==> src/rtl/dsch_pkg.sv <==
// Shared types for the DRAM command scheduler.
// The command codes are visible at the ports; a holding slot also stores
// the next command it waits for, so the same enum acts as its phase.
package dsch_pkg;
    typedef enum logic [1:0] {
        OP_NOP = 2'd0,
        OP_ACT = 2'd1,
        OP_RD  = 2'd2,
        OP_PRE = 2'd3
    } dsch_op_e;
endpackage

==> src/rtl/dsch_bank_timer.sv <==
// Per-bank open flag and spacing counters.
// Assumes: at most one of do_act/do_rd/do_pre is high in a cycle, and the
// caller only issues a command when the matching *_ok output is high.
// Each counter is loaded with (gap - 1) on its command and then counts down;
// a gap is met when the counter reads zero. All gaps must be 1 or more.
module dsch_bank_timer #(
    parameter int T_ACT_RD  = 2,
    parameter int T_RD_PRE  = 2,
    parameter int T_PRE_ACT = 2
) (
    input  logic clk,
    input  logic rst_n,
    input  logic do_act,
    input  logic do_rd,
    input  logic do_pre,
    output logic act_ok,
    output logic rd_ok,
    output logic pre_ok
);
    localparam int TMAX1 = (T_ACT_RD > T_RD_PRE) ? T_ACT_RD : T_RD_PRE;
    localparam int TMAX  = (TMAX1 > T_PRE_ACT) ? TMAX1 : T_PRE_ACT;
    localparam int CW    = $clog2(TMAX + 1);
    localparam logic [CW-1:0] LD_AR = CW'(T_ACT_RD - 1);
    localparam logic [CW-1:0] LD_RP = CW'(T_RD_PRE - 1);
    localparam logic [CW-1:0] LD_PA = CW'(T_PRE_ACT - 1);

    logic          open_q;
    logic [CW-1:0] rd_wait, pre_wait, act_wait;

    // Track whether the bank is open and count down each spacing window.
    always_ff @(posedge clk) begin
        if (!rst_n) begin
            open_q   <= 1'b0;
            rd_wait  <= '0;
            pre_wait <= '0;
            act_wait <= '0;
        end else begin
            if (do_act)      open_q <= 1'b1;
            else if (do_pre) open_q <= 1'b0;
            if (do_act)              rd_wait  <= LD_AR;
            else if (rd_wait != 0)   rd_wait  <= rd_wait - 1'b1;
            if (do_rd)               pre_wait <= LD_RP;
            else if (pre_wait != 0)  pre_wait <= pre_wait - 1'b1;
            if (do_pre)              act_wait <= LD_PA;
            else if (act_wait != 0)  act_wait <= act_wait - 1'b1;
        end
    end

    // A command is legal once its window has closed and the open state fits.
    always_comb begin
        act_ok = !open_q && (act_wait == 0);
        rd_ok  =  open_q && (rd_wait == 0);
        pre_ok =  open_q && (pre_wait == 0);
    end

    assert_rd_gap_R3: assert property (@(posedge clk) disable iff (!rst_n)
        do_rd |-> (open_q && rd_wait == 0));
    assert_pre_gap_R5: assert property (@(posedge clk) disable iff (!rst_n)
        do_pre |-> (open_q && pre_wait == 0));
    assert_act_gap_R6: assert property (@(posedge clk) disable iff (!rst_n)
        do_act |-> (!open_q && act_wait == 0));
endmodule

==> src/rtl/dsch_age_pick.sv <==
// Oldest-first picker over N holding slots.
// Keeps an age matrix: older[i][j] set means slot i was accepted before slot j.
// Allocating a slot rewrites its row and column, so entries left over from
// freed slots never matter. Assumes each requesting slot has been allocated.
module dsch_age_pick #(
    parameter int N = 4,
    localparam int IW = (N > 1) ? $clog2(N) : 1
) (
    input  logic          clk,
    input  logic          rst_n,
    input  logic          alloc,
    input  logic [IW-1:0] alloc_idx,
    input  logic [N-1:0]  req,
    output logic [N-1:0]  gnt
);
    logic [N-1:0] older [N];

    // Mark a newly allocated slot as younger than every other slot.
    always_ff @(posedge clk) begin
        if (!rst_n) begin
            for (int i = 0; i < N; i++) older[i] <= '0;
        end else if (alloc) begin
            for (int j = 0; j < N; j++) begin
                older[alloc_idx][j] <= 1'b0;
                if (j != int'(alloc_idx)) older[j][alloc_idx] <= 1'b1;
            end
        end
    end

    // Grant a requester only if it is older than every other requester.
    always_comb begin
        for (int i = 0; i < N; i++) begin
            gnt[i] = req[i];
            for (int j = 0; j < N; j++)
                if (j != i && req[j] && !older[i][j]) gnt[i] = 1'b0;
        end
    end

    assert_single_grant_R9: assert property (@(posedge clk) disable iff (!rst_n)
        $onehot0(gnt));
    assert_oldest_exists_R9: assert property (@(posedge clk) disable iff (!rst_n)
        (req != '0) |-> (gnt != '0));
endmodule

==> src/rtl/dram_cmd_sched.sv <==
// DRAM command scheduler, closed-page policy.
// Holds up to MAX_OUT read requests. For each one it issues activate, then
// read, then precharge, interleaving across banks with one command per cycle.
// Commands are registered, so a decision reaches the bus one cycle later.
// Every spacing counts in decision cycles and therefore holds on the bus too.
// Read data is due one bus cycle after the read; rdata_valid marks that cycle.
// Assumes NUM_BANKS and MAX_OUT are powers of two, MAX_OUT >= 2, and that
// the bank number fits in the address width.
module dram_cmd_sched
    import dsch_pkg::*;
#(
    parameter int NUM_BANKS = 8,
    parameter int ROW_W     = 14,
    parameter int COL_W     = 10,
    parameter int TAG_W     = 4,
    parameter int MAX_OUT   = 4,
    parameter int T_ACT_RD  = 2,
    parameter int T_RD_PRE  = 2,
    parameter int T_PRE_ACT = 2,
    localparam int BANK_W   = $clog2(NUM_BANKS),
    localparam int ADDR_W   = (ROW_W > COL_W) ? ROW_W : COL_W
) (
    input  logic              clk,
    input  logic              rst_n,
    input  logic              req_valid,
    output logic              req_ready,
    input  logic [BANK_W-1:0] req_bank,
    input  logic [ROW_W-1:0]  req_row,
    input  logic [COL_W-1:0]  req_col,
    input  logic [TAG_W-1:0]  req_tag,
    output logic              cmd_valid,
    output logic [1:0]        cmd_op,
    output logic [BANK_W-1:0] cmd_bank,
    output logic [ADDR_W-1:0] cmd_addr,
    output logic              rdata_valid,
    output logic [TAG_W-1:0]  rdata_tag
);
    localparam int SLOT_W = $clog2(MAX_OUT);

    // Holding slots
    logic [MAX_OUT-1:0] s_valid;
    logic [BANK_W-1:0]  s_bank  [MAX_OUT];
    logic [ROW_W-1:0]   s_row   [MAX_OUT];
    logic [COL_W-1:0]   s_col   [MAX_OUT];
    logic [TAG_W-1:0]   s_tag   [MAX_OUT];
    dsch_op_e           s_phase [MAX_OUT];

    logic [NUM_BANKS-1:0] b_act_ok, b_rd_ok, b_pre_ok;
    logic [NUM_BANKS-1:0] b_do_act, b_do_rd, b_do_pre;
    logic [MAX_OUT-1:0]   act_e, rd_e, pre_e, pick_req, gnt;
    dsch_op_e             cls;
    logic                 issue, alloc;
    logic [SLOT_W-1:0]    sel, free_idx;
    logic [TAG_W-1:0]     cmd_tag_q;

    // One timer per bank.
    for (genvar b = 0; b < NUM_BANKS; b++) begin : g_bank
        dsch_bank_timer #(
            .T_ACT_RD (T_ACT_RD),
            .T_RD_PRE (T_RD_PRE),
            .T_PRE_ACT(T_PRE_ACT)
        ) u_timer (
            .clk   (clk),
            .rst_n (rst_n),
            .do_act(b_do_act[b]),
            .do_rd (b_do_rd[b]),
            .do_pre(b_do_pre[b]),
            .act_ok(b_act_ok[b]),
            .rd_ok (b_rd_ok[b]),
            .pre_ok(b_pre_ok[b])
        );
    end

    // Work out which slots could legally issue each command type now.
    always_comb begin
        for (int i = 0; i < MAX_OUT; i++) begin
            act_e[i] = s_valid[i] && s_phase[i] == OP_ACT && b_act_ok[s_bank[i]];
            rd_e[i]  = s_valid[i] && s_phase[i] == OP_RD  && b_rd_ok[s_bank[i]];
            pre_e[i] = s_valid[i] && s_phase[i] == OP_PRE && b_pre_ok[s_bank[i]];
        end
    end

    // Pick the command type by fixed priority: read, then activate, then precharge.
    always_comb begin
        if (|rd_e) begin
            pick_req = rd_e;
            cls      = OP_RD;
        end else if (|act_e) begin
            pick_req = act_e;
            cls      = OP_ACT;
        end else begin
            pick_req = pre_e;
            cls      = OP_PRE;
        end
    end

    dsch_age_pick #(.N(MAX_OUT)) u_pick (
        .clk      (clk),
        .rst_n    (rst_n),
        .alloc    (alloc),
        .alloc_idx(free_idx),
        .req      (pick_req),
        .gnt      (gnt)
    );

    // Turn the grant vector into a slot index, and find the lowest free slot.
    always_comb begin
        issue    = |gnt;
        sel      = '0;
        free_idx = '0;
        for (int i = 0; i < MAX_OUT; i++)
            if (gnt[i]) sel = SLOT_W'(i);
        for (int i = MAX_OUT - 1; i >= 0; i--)
            if (!s_valid[i]) free_idx = SLOT_W'(i);
        req_ready = !(&s_valid);
        alloc     = req_valid && req_ready;
    end

    // Route the issued command to its bank timer.
    always_comb begin
        b_do_act = '0;
        b_do_rd  = '0;
        b_do_pre = '0;
        if (issue) begin
            b_do_act[s_bank[sel]] = (cls == OP_ACT);
            b_do_rd[s_bank[sel]]  = (cls == OP_RD);
            b_do_pre[s_bank[sel]] = (cls == OP_PRE);
        end
    end

    // Accept new requests into free slots and advance the granted slot.
    always_ff @(posedge clk) begin
        if (!rst_n) begin
            s_valid <= '0;
            for (int i = 0; i < MAX_OUT; i++) s_phase[i] <= OP_ACT;
        end else begin
            if (issue) begin
                case (cls)
                    OP_ACT:  s_phase[sel] <= OP_RD;
                    OP_RD:   s_phase[sel] <= OP_PRE;
                    default: s_valid[sel] <= 1'b0;
                endcase
            end
            if (alloc) begin
                s_valid[free_idx] <= 1'b1;
                s_phase[free_idx] <= OP_ACT;
                s_bank[free_idx]  <= req_bank;
                s_row[free_idx]   <= req_row;
                s_col[free_idx]   <= req_col;
                s_tag[free_idx]   <= req_tag;
            end
        end
    end

    // Register the chosen command onto the bus, and flag data one cycle after a read.
    always_ff @(posedge clk) begin
        if (!rst_n) begin
            cmd_valid   <= 1'b0;
            cmd_op      <= OP_NOP;
            cmd_bank    <= '0;
            cmd_addr    <= '0;
            cmd_tag_q   <= '0;
            rdata_valid <= 1'b0;
            rdata_tag   <= '0;
        end else begin
            cmd_valid   <= issue;
            cmd_op      <= issue ? cls : OP_NOP;
            cmd_bank    <= s_bank[sel];
            cmd_tag_q   <= s_tag[sel];
            case (cls)
                OP_ACT:  cmd_addr <= ADDR_W'(s_row[sel]);
                OP_RD:   cmd_addr <= ADDR_W'(s_col[sel]);
                default: cmd_addr <= ADDR_W'(s_bank[sel]);
            endcase
            rdata_valid <= cmd_valid && cmd_op == OP_RD;
            rdata_tag   <= cmd_tag_q;
        end
    end

    assert_data_after_read_R4: assert property (@(posedge clk) disable iff (!rst_n)
        (cmd_valid && cmd_op == OP_RD) |=> rdata_valid);
    assert_data_only_after_read_R4: assert property (@(posedge clk) disable iff (!rst_n)
        rdata_valid |-> $past(cmd_op) == OP_RD);
    assert_full_stalls_R7: assert property (@(posedge clk) disable iff (!rst_n)
        ($countones(s_valid) == MAX_OUT) |-> !req_ready);
    assert_valid_matches_op_R2: assert property (@(posedge clk) disable iff (!rst_n)
        cmd_valid == (cmd_op != OP_NOP));
endmodule

==> config.mk <==
export PLATFORM = sky130hd
export DESIGN_NAME = dram_cmd_sched
export DESIGN_NICKNAME = d
export VERILOG_FILES = /design/src/rtl/dsch_pkg.sv /design/src/rtl/dsch_bank_timer.sv /design/src/rtl/dsch_age_pick.sv /design/src/rtl/dram_cmd_sched.sv
export SDC_FILE = /design/constraint.sdc
export NUM_CORES = 1
export LEC_CHECK = 0
export ABC_AREA = 1
export BUFFER_PORTS_ARGS = -buffer_cell sky130_fd_sc_hd__buf_2
export CAP_MARGIN = 10
export CORE_ASPECT_RATIO = 2
export CORE_MARGIN = 8
export CORE_UTILIZATION = 50
export DETAILED_ROUTE_END_ITERATION = 10
export PLACE_DENSITY = 0.68
export SYNTH_ARGS = -nofsm -noshare
export SYNTH_HDL_FRONTEND = slang
export SYNTH_HIERARCHICAL = 1
export SYNTH_SLANG_ARGS = --single-unit
==> constraint.sdc <==
create_clock -name clk -period 7.4 [get_ports clk]
set_input_delay 1.48 -clock clk [delete_from_list [all_inputs] [get_ports clk]]
set_output_delay 1.48 -clock clk [all_outputs]
set_load 0.05 [all_outputs]
==> flow_metrics.env, run 1 <==
export IMPL_mostFrequentLayoutCells="nand2_1, inv_1, nor2_1"
export IMPL_synth_avg_cell_area_um2=8.22
export IMPL_cts_root_to_sink_buffers=3
export IMPL_die_width_um=120
export IMPL_final_max_slew_violation_count=0
export IMPL_ant_nets=0
export IMPL_timing_clock_skew_ps=11.1
export IMPL_detail_route_wirelength_mm=25.9
export IMPL_synth_seq_cells=233
export IMPL_cellInternalPower_uw=2530
export IMPL_avgViaCountPerCell=5.23
export IMPL_worst_slew_pin_slew_ps=1150
export IMPL_grt_setup_unrepaired="false"
export IMPL_post_synth_top_area_cell="edfxtp_1"
export IMPL_floorplan_core_area_um2=21300
export IMPL_reg2reg_setup_slack_ps=1340
export IMPL_kind_of_launch_point_of_the_worst_setup_path="flip-flop"
export IMPL_clkLatencyLatePin_ps=520
export IMPL_power_density_nw_per_um2=310
export IMPL_cellLeakagePower_uw=0.00534
export IMPL_ys_types=34
export IMPL_holdCritPathClass="flip-flop to flip-flop"
export IMPL_p_switching_uw=1180
export IMPL_min_delay_start="cmd_op[0]"
export IMPL_path_max_fanout=21
export IMPL_combPwrFrac_pct=25.7
export IMPL_required_time_reported_for_the_critical_path_endpoint_ps=7860
export IMPL_synth_cell_area_um2=10800
export IMPL_antenna_cells_inserted=0
export IMPL_synth_warning_count=6
export IMPL_gp_congestion=0.894
export IMPL_hold_end="rdata_valid"
export IMPL_post_synth_main_area_contributors="edfxtp_1, dfxtp_1, nand2_1"
export IMPL_drc=0
export IMPL_dr_total_vias=8580
export IMPL_syn_nets=1366
export IMPL_detailedRoute_firstIterationViolations=594
export IMPL_run_status="finished, final reports clean"
export IMPL_dr_pass1_iters=5
export IMPL_antenna_found_initial=0
export IMPL_pwr_share_seq_pct=43.1
export IMPL_setup_tns_ps=0
export IMPL_worst_path_clk_slew_ps=60
export IMPL_syn_instance_count=1308
export IMPL_global_route_usage_total_pct=19.2
export IMPL_number_of_levels_in_the_clock_h_tree=1
export IMPL_ios=60
export IMPL_fp_dieArea_um2=26700
export IMPL_mostFrequentLayoutCell="nand2_1"
export IMPL_power_share_clock_pct=31.3
export IMPL_die_y_um=223
export IMPL_synth_edf_count=124
export IMPL_tritoncts_clock_tree="built"
export IMPL_start_util_pct=50.5
export IMPL_cts_root_buffer="clkbuf_16"
export IMPL_clock_fmax_ghz=0.165
export IMPL_max_vdd_ir_drop_uv=209
export IMPL_synthToLayoutAreaGrowth_pct=11.0
export IMPL_period_minus_slack_ps=6060
export IMPL_endpoint_kind="flip-flop"
export IMPL_ys_flop_type="edfxtp_1"
export IMPL_p_sw_share_pct=31.8
export IMPL_grt_max_degree=86
export IMPL_grt_pass1_vias=8378
export IMPL_final_util_pct=56.0
export IMPL_finalHoldViolations=0
export IMPL_slew_headroom_pct=23.1
export IMPL_critPathArrivalTime_ps=6510
export IMPL_hpwl_mm=17.7
export IMPL_drt_wirelength_per_cell_um=15.8
export IMPL_min_path_cells=1
export IMPL_remaining_global_route_overflow=0
export IMPL_design_final_nets=1412
export IMPL_worst_r2r_startpoint="s_bank[2][0]"
export IMPL_drive_gt1_share_pct=10.1
export IMPL_finalCritPeriodShare_pct=81.9
export IMPL_grt_first_pass_wirelength_mm=41.7
export IMPL_start_to_end_type_of_the_worst_setup_path="flip-flop to flip-flop"
export IMPL_drv_cap=0
export IMPL_clock_sink_count=233
export IMPL_postCtsResizedCells=0
export IMPL_fp_row_count=76
export IMPL_cts_made_buffers=22
export IMPL_timing_reg2reg_worst_path_depth=24
export IMPL_reg2reg_to="g_bank[3].u_timer/act_wait[0]"
export IMPL_yosys_area_top_type_share_pct=34.6
export IMPL_port_buffers=59
export IMPL_synth_seq_area_share_pct=54.9
export IMPL_setup_viol=0
export IMPL_cts_hold_fix_buffers=0
export IMPL_asyncSetResetFlopFracSynth_pct=0
export IMPL_post_cts_repair_setup_buffers=0
-- area by class of cell --
| type | count | area [µm²] |
|---|---|---|
| multi-input combinational | 810 | 3770 |
| clock buffer | 29 | 608 |
| inverter | 222 | 833 |
| clock inverter | 10 | 133 |
| fill | 1926 | 9370 |
| timing repair buffer | 65 | 343 |
| tap | 273 | 342 |
| sequential | 233 | 5910 |
-- cells in the mapped netlist (2+ instances only) --
| cell | n |
|---|---|
| a21oi_1 | 35 |
| a221oi_1 | 4 |
| a22o_1 | 2 |
| a22oi_1 | 6 |
| a31oi_1 | 2 |
| buf_1 | 2 |
| buf_2 | 14 |
| buf_4 | 2 |
| buf_6 | 11 |
| clkbuf_1 | 13 |
| dfxtp_1 | 109 |
| edfxtp_1 | 124 |
| ha_1 | 24 |
| inv_1 | 195 |
| inv_2 | 27 |
| nand2_1 | 373 |
| nand2_2 | 3 |
| nand3_1 | 124 |
| nand3_2 | 3 |
| nand4_1 | 8 |
| nor2_1 | 130 |
| nor2_2 | 2 |
| nor3_1 | 12 |
| o211ai_1 | 8 |
| o21ai_0 | 54 |
| o21ai_1 | 7 |
| o221ai_1 | 4 |
| o22ai_1 | 4 |
-- cells by family (layout without fill, tap and decap cells) --
family                     after synthesis  count (layout)  synth area share (%)
and+or+nand+nor                        657             657                  25.1
buffers and inverters                  265             326                  10.3
DFF                                    233             233                  54.9
AOI/OAI and AO/OA                      129             129                  6.88
adders and majority gates               24              24                  2.79
-- metrics by stage --
stage / std cells / setup slack (ps) / hold slack [ps] / cell area, µm² / total power [µW]
6_report: 1642 / 1340 / 417 / 11900 / 3700
5_1_grt: 1642 / 740 / 435 / 11900 / 3940
2_1_floorplan: 1308 / 3000 / 390 / 10800 / 2340
3_5_place_dp: 1603 / 1510 / 403 / 11200 / 2570
4_1_cts: 1642 / 1480 / 418 / 11900 / 3730
3_3_place_gp: 1603 / 1610 / 392 / 11200 / 2500
-- power groups by stage --
stage	clock network, µW	logic, µW	registers, µW
6_report	1160	950	1600
5_1_grt	1220	1100	1610
4_1_cts	1180	954	1600
3_5_place_dp	0	947	1620
3_3_place_gp	0	884	1620
2_1_floorplan	0	693	1640
-- how the worst max path moves through the flow --
stage                                  start                            end  slack (ps)  cells after the start
6_report                        s_bank[2][0]  g_bank[3].u_timer/act_wait[0]        1340                     24
5_1_grt        g_bank[4].u_timer/act_wait[0]   g_bank[3].u_timer/rd_wait[0]         740                     30
4_1_cts                         s_bank[1][0]   g_bank[2].u_timer/rd_wait[0]        1480                     28
3_5_place_dp                    s_bank[1][0]  g_bank[3].u_timer/act_wait[0]        1510                     24
3_3_place_gp                    s_bank[2][0]  g_bank[3].u_timer/act_wait[0]        1610                     28
2_1_floorplan                      req_valid                   s_bank[3][0]        3000                      4
-- critical path, cell delays in order, from the launching register on --
cell	delay [ps]
edfxtp_1	680
inv_2	210
nand2_1	100
nand3_1	70
nand3_1	90
nand2_1	80
nand2_1	110
nand2_1	100
nor2_4	370
nand2_1	680
o221ai_1	460
o21ai_0	140
nor2_1	420
nor2_1	150
nand2_1	500
o22ai_1	160
nor3_1	610
inv_1	220
nor2_1	250
nand2_1	160
nor2_1	120
inv_1	100
nand3_1	90
nand2_1	50
inv_1	70
-- routing by layer --
layer  track usage (%)  part of all wire (%)
met5                 0                     0
met4              6.81                   2.2
met3              2.41                   5.6
met2              32.9                    50
met1              24.1                    43
-- sequential cells by signal, summed over array words and instances, names as in the netlist, 8 cells and up --
| register | count |
|---|---|
| u_pick/older | 12 |
| cmd_addr | 14 |
| s_phase | 8 |
| s_tag | 16 |
| g_bank.u_timer/pre_wait | 16 |
| g_bank.u_timer/act_wait | 16 |
| s_col | 40 |
| s_row | 56 |
| s_bank | 12 |
| g_bank.u_timer/rd_wait | 16 |
| g_bank.u_timer/open_q | 8 |
Note: power is estimated with default switching activity, not from simulation.
==> run 2: changes to the inputs <==
- clock period: 7.4 -> 5.79 ns (I/O delays scaled with it)
==> run 2 against run 1 <==
First-iteration DRC count increased by 9.1%. Largest cell class unchanged. Sequential share of layout area about the same. Non-clock buffer count is 4 higher. Combinational power is 28% higher. Power rose by 27%. Final area hardly changed.
==> flow_metrics.env, run 2 (same netlist as run 1, synthesis figures left out) <==
export IMPL_slew_headroom_pct=23.3
export IMPL_synthToLayoutAreaGrowth_pct=11.0
export IMPL_timing_reg2reg_worst_path_depth=26
export IMPL_ios=60
export IMPL_fin_ws_ps=1170
export IMPL_cts_hold_fix_buffers=0
export IMPL_antenna_found_initial=0
export IMPL_holdCritPathClass="flip-flop to flip-flop"
export IMPL_required_time_reported_for_the_critical_path_endpoint_ps=6240
export IMPL_endpoint_kind="flip-flop"
export IMPL_kind_of_launch_point_of_the_worst_setup_path="flip-flop"
export IMPL_clock_sink_count=233
export IMPL_clock_fmax_ghz=0.216
export IMPL_finalCritPeriodShare_pct=79.8
export IMPL_period_minus_slack_ps=4620
export IMPL_max_vdd_ir_drop_uv=284
export IMPL_dr_pass1_iters=5
export IMPL_die_width_um=120
export IMPL_top_regs="s_row x56, s_col x40"
export IMPL_remaining_global_route_overflow=0
export IMPL_setup_tns_ps=0
export IMPL_worst_slew_pin_slew_ps=1150
export IMPL_global_route_usage_total_pct=19.9
export IMPL_design_final_nets=1416
export IMPL_power_density_nw_per_um2=392
export IMPL_reg2reg_setup_slack_ps=1170
export IMPL_critPathArrivalTime_ps=5070
export IMPL_cellLeakagePower_uw=0.00535
export IMPL_avgViaCountPerCell=5.21
export IMPL_run_status="finished, final reports clean"
export IMPL_grt_max_degree=68
export IMPL_cts_made_buffers=22
export IMPL_drt_wirelength_per_cell_um=16.2
export IMPL_grt_first_pass_wirelength_mm=42.7
export IMPL_fp_row_count=76
export IMPL_clkLatencyLatePin_ps=520
export IMPL_cpMostUsedCell="nand2_1"
export IMPL_timing_clock_skew_ps=23.3
export IMPL_largest_reg_by_ff_count="s_row"
export IMPL_drv_cap=0
export IMPL_start_to_end_type_of_the_worst_setup_path="flip-flop to flip-flop"
export IMPL_min_path_cells=2
export IMPL_ant_nets=0
export IMPL_cts_root_to_sink_buffers=3
export IMPL_dp_worst_setup_slack_ps=1260
export IMPL_postCtsResizedCells=0
export IMPL_min_delay_start="cmd_tag_q[2]"
export IMPL_worst_r2r_startpoint="s_bank[2][0]"
export IMPL_max_ffs_per_register=56
export IMPL_number_of_levels_in_the_clock_h_tree=1
export IMPL_cts_root_buffer="clkbuf_16"
export IMPL_port_buffers=59
export IMPL_grt_pass1_vias=8477
export IMPL_path_max_fanout=15
export IMPL_tritoncts_clock_tree="built"
export IMPL_worst_path_clk_slew_ps=70
export IMPL_holdWs_ps=409
export IMPL_die_y_um=223
export IMPL_drc=0
export IMPL_finalHoldViolations=0
export IMPL_reg2reg_to="g_bank[2].u_timer/rd_wait[0]"
export IMPL_hpwl_mm=18.5
export IMPL_detail_route_wirelength_mm=26.6
export IMPL_mostFrequentLayoutCell="nand2_1"
export IMPL_dr_total_vias=8583
export IMPL_detailedRoute_firstIterationViolations=648
export IMPL_hold_end="rdata_tag[2]"
export IMPL_antenna_cells_inserted=0
export IMPL_final_max_slew_violation_count=0
export IMPL_setup_viol=0
export IMPL_gp_congestion=0.916
export IMPL_critical_path_slowest_cell="edfxtp_1"
export IMPL_mostFrequentLayoutCells="nand2_1, inv_1, nor2_1"
export IMPL_fp_dieArea_um2=26700
export IMPL_drive_gt1_share_pct=10.4
export IMPL_start_util_pct=50.5
export IMPL_worst_path_max_stage_delay_ps=660
export IMPL_floorplan_core_area_um2=21300
export IMPL_grt_setup_unrepaired="false"
export IMPL_final_util_pct=56.1
export IMPL_post_cts_repair_setup_buffers=0
[run 2: cell count changes in the layout (fill, tap and decap cells not counted)]
cell / change
clkinv_1: -3
clkbuf_1: +2
inv_4: +1
clkinv_2: -2
clkbuf_8: +5
clkbuf_16: -1
bufinv_16: -2
buf_4: +4
[run 2: per-layer routing]
metal	global-route usage, %	up-vias	part of all wire (%)
li1	-	4272	-
met1	24.7	4023	42
met2	34.6	239	50
met3	2.68	49	5.5
met4	6.41	0	2.6
met5	0	-	0
[run 2: how the worst max path moves through the flow]
stage,start,end,slack [ps],depth (start not counted)
2_1_floorplan,req_valid,s_bank[3][0],1710,4
3_3_place_gp,s_bank[2][0],s_phase[0][0],1330,22
3_5_place_dp,s_bank[2][0],s_phase[0][0],1260,22
4_1_cts,s_bank[2][0],g_bank[2].u_timer/rd_wait[0],1240,26
5_1_grt,s_bank[2][0],g_bank[5].u_timer/rd_wait[0],700,28
6_report,s_bank[2][0],g_bank[2].u_timer/rd_wait[0],1170,26
[run 2: cell type report]
| class | instances | area [µm²] |
|---|---|---|
| Clock buffer | 35 | 659 |
| Clock inverter | 4 | 57.6 |
| Fill cell | 1959 | 9360 |
| Inverter | 222 | 833 |
| Multi-Input combinational cell | 810 | 3770 |
| Sequential cell | 233 | 5910 |
| Tap cell | 273 | 342 |
| Timing Repair Buffer | 69 | 373 |
[run 2: stage by stage]
stage / area (µm²) / std cells / power [µW]
2_1_floorplan: 10800 / 1308 / 2990
3_3_place_gp: 11200 / 1607 / 3200
3_5_place_dp: 11200 / 1607 / 3300
4_1_cts: 11900 / 1646 / 4720
5_1_grt: 11900 / 1646 / 4980
6_report: 11900 / 1646 / 4690
[run 2: power by group]
| part | total [µW] | internal (µW) | switching [µW] |
|---|---|---|---|
| sequential | 2040 | 1950 | 95.5 |
| clock | 1430 | 826 | 601 |
| combinational | 1220 | 413 | 804 |
| total | 4690 | 3190 | 1500 |
[run 2: critical path: cells and delay by family (launching register included)]
family	cells	cell delay (ps)
buffers and inverters	6	880
AND/OR/NAND/NOR	15	2010
flip-flops	1	660
AO/OA/AOI/OAI	5	1030
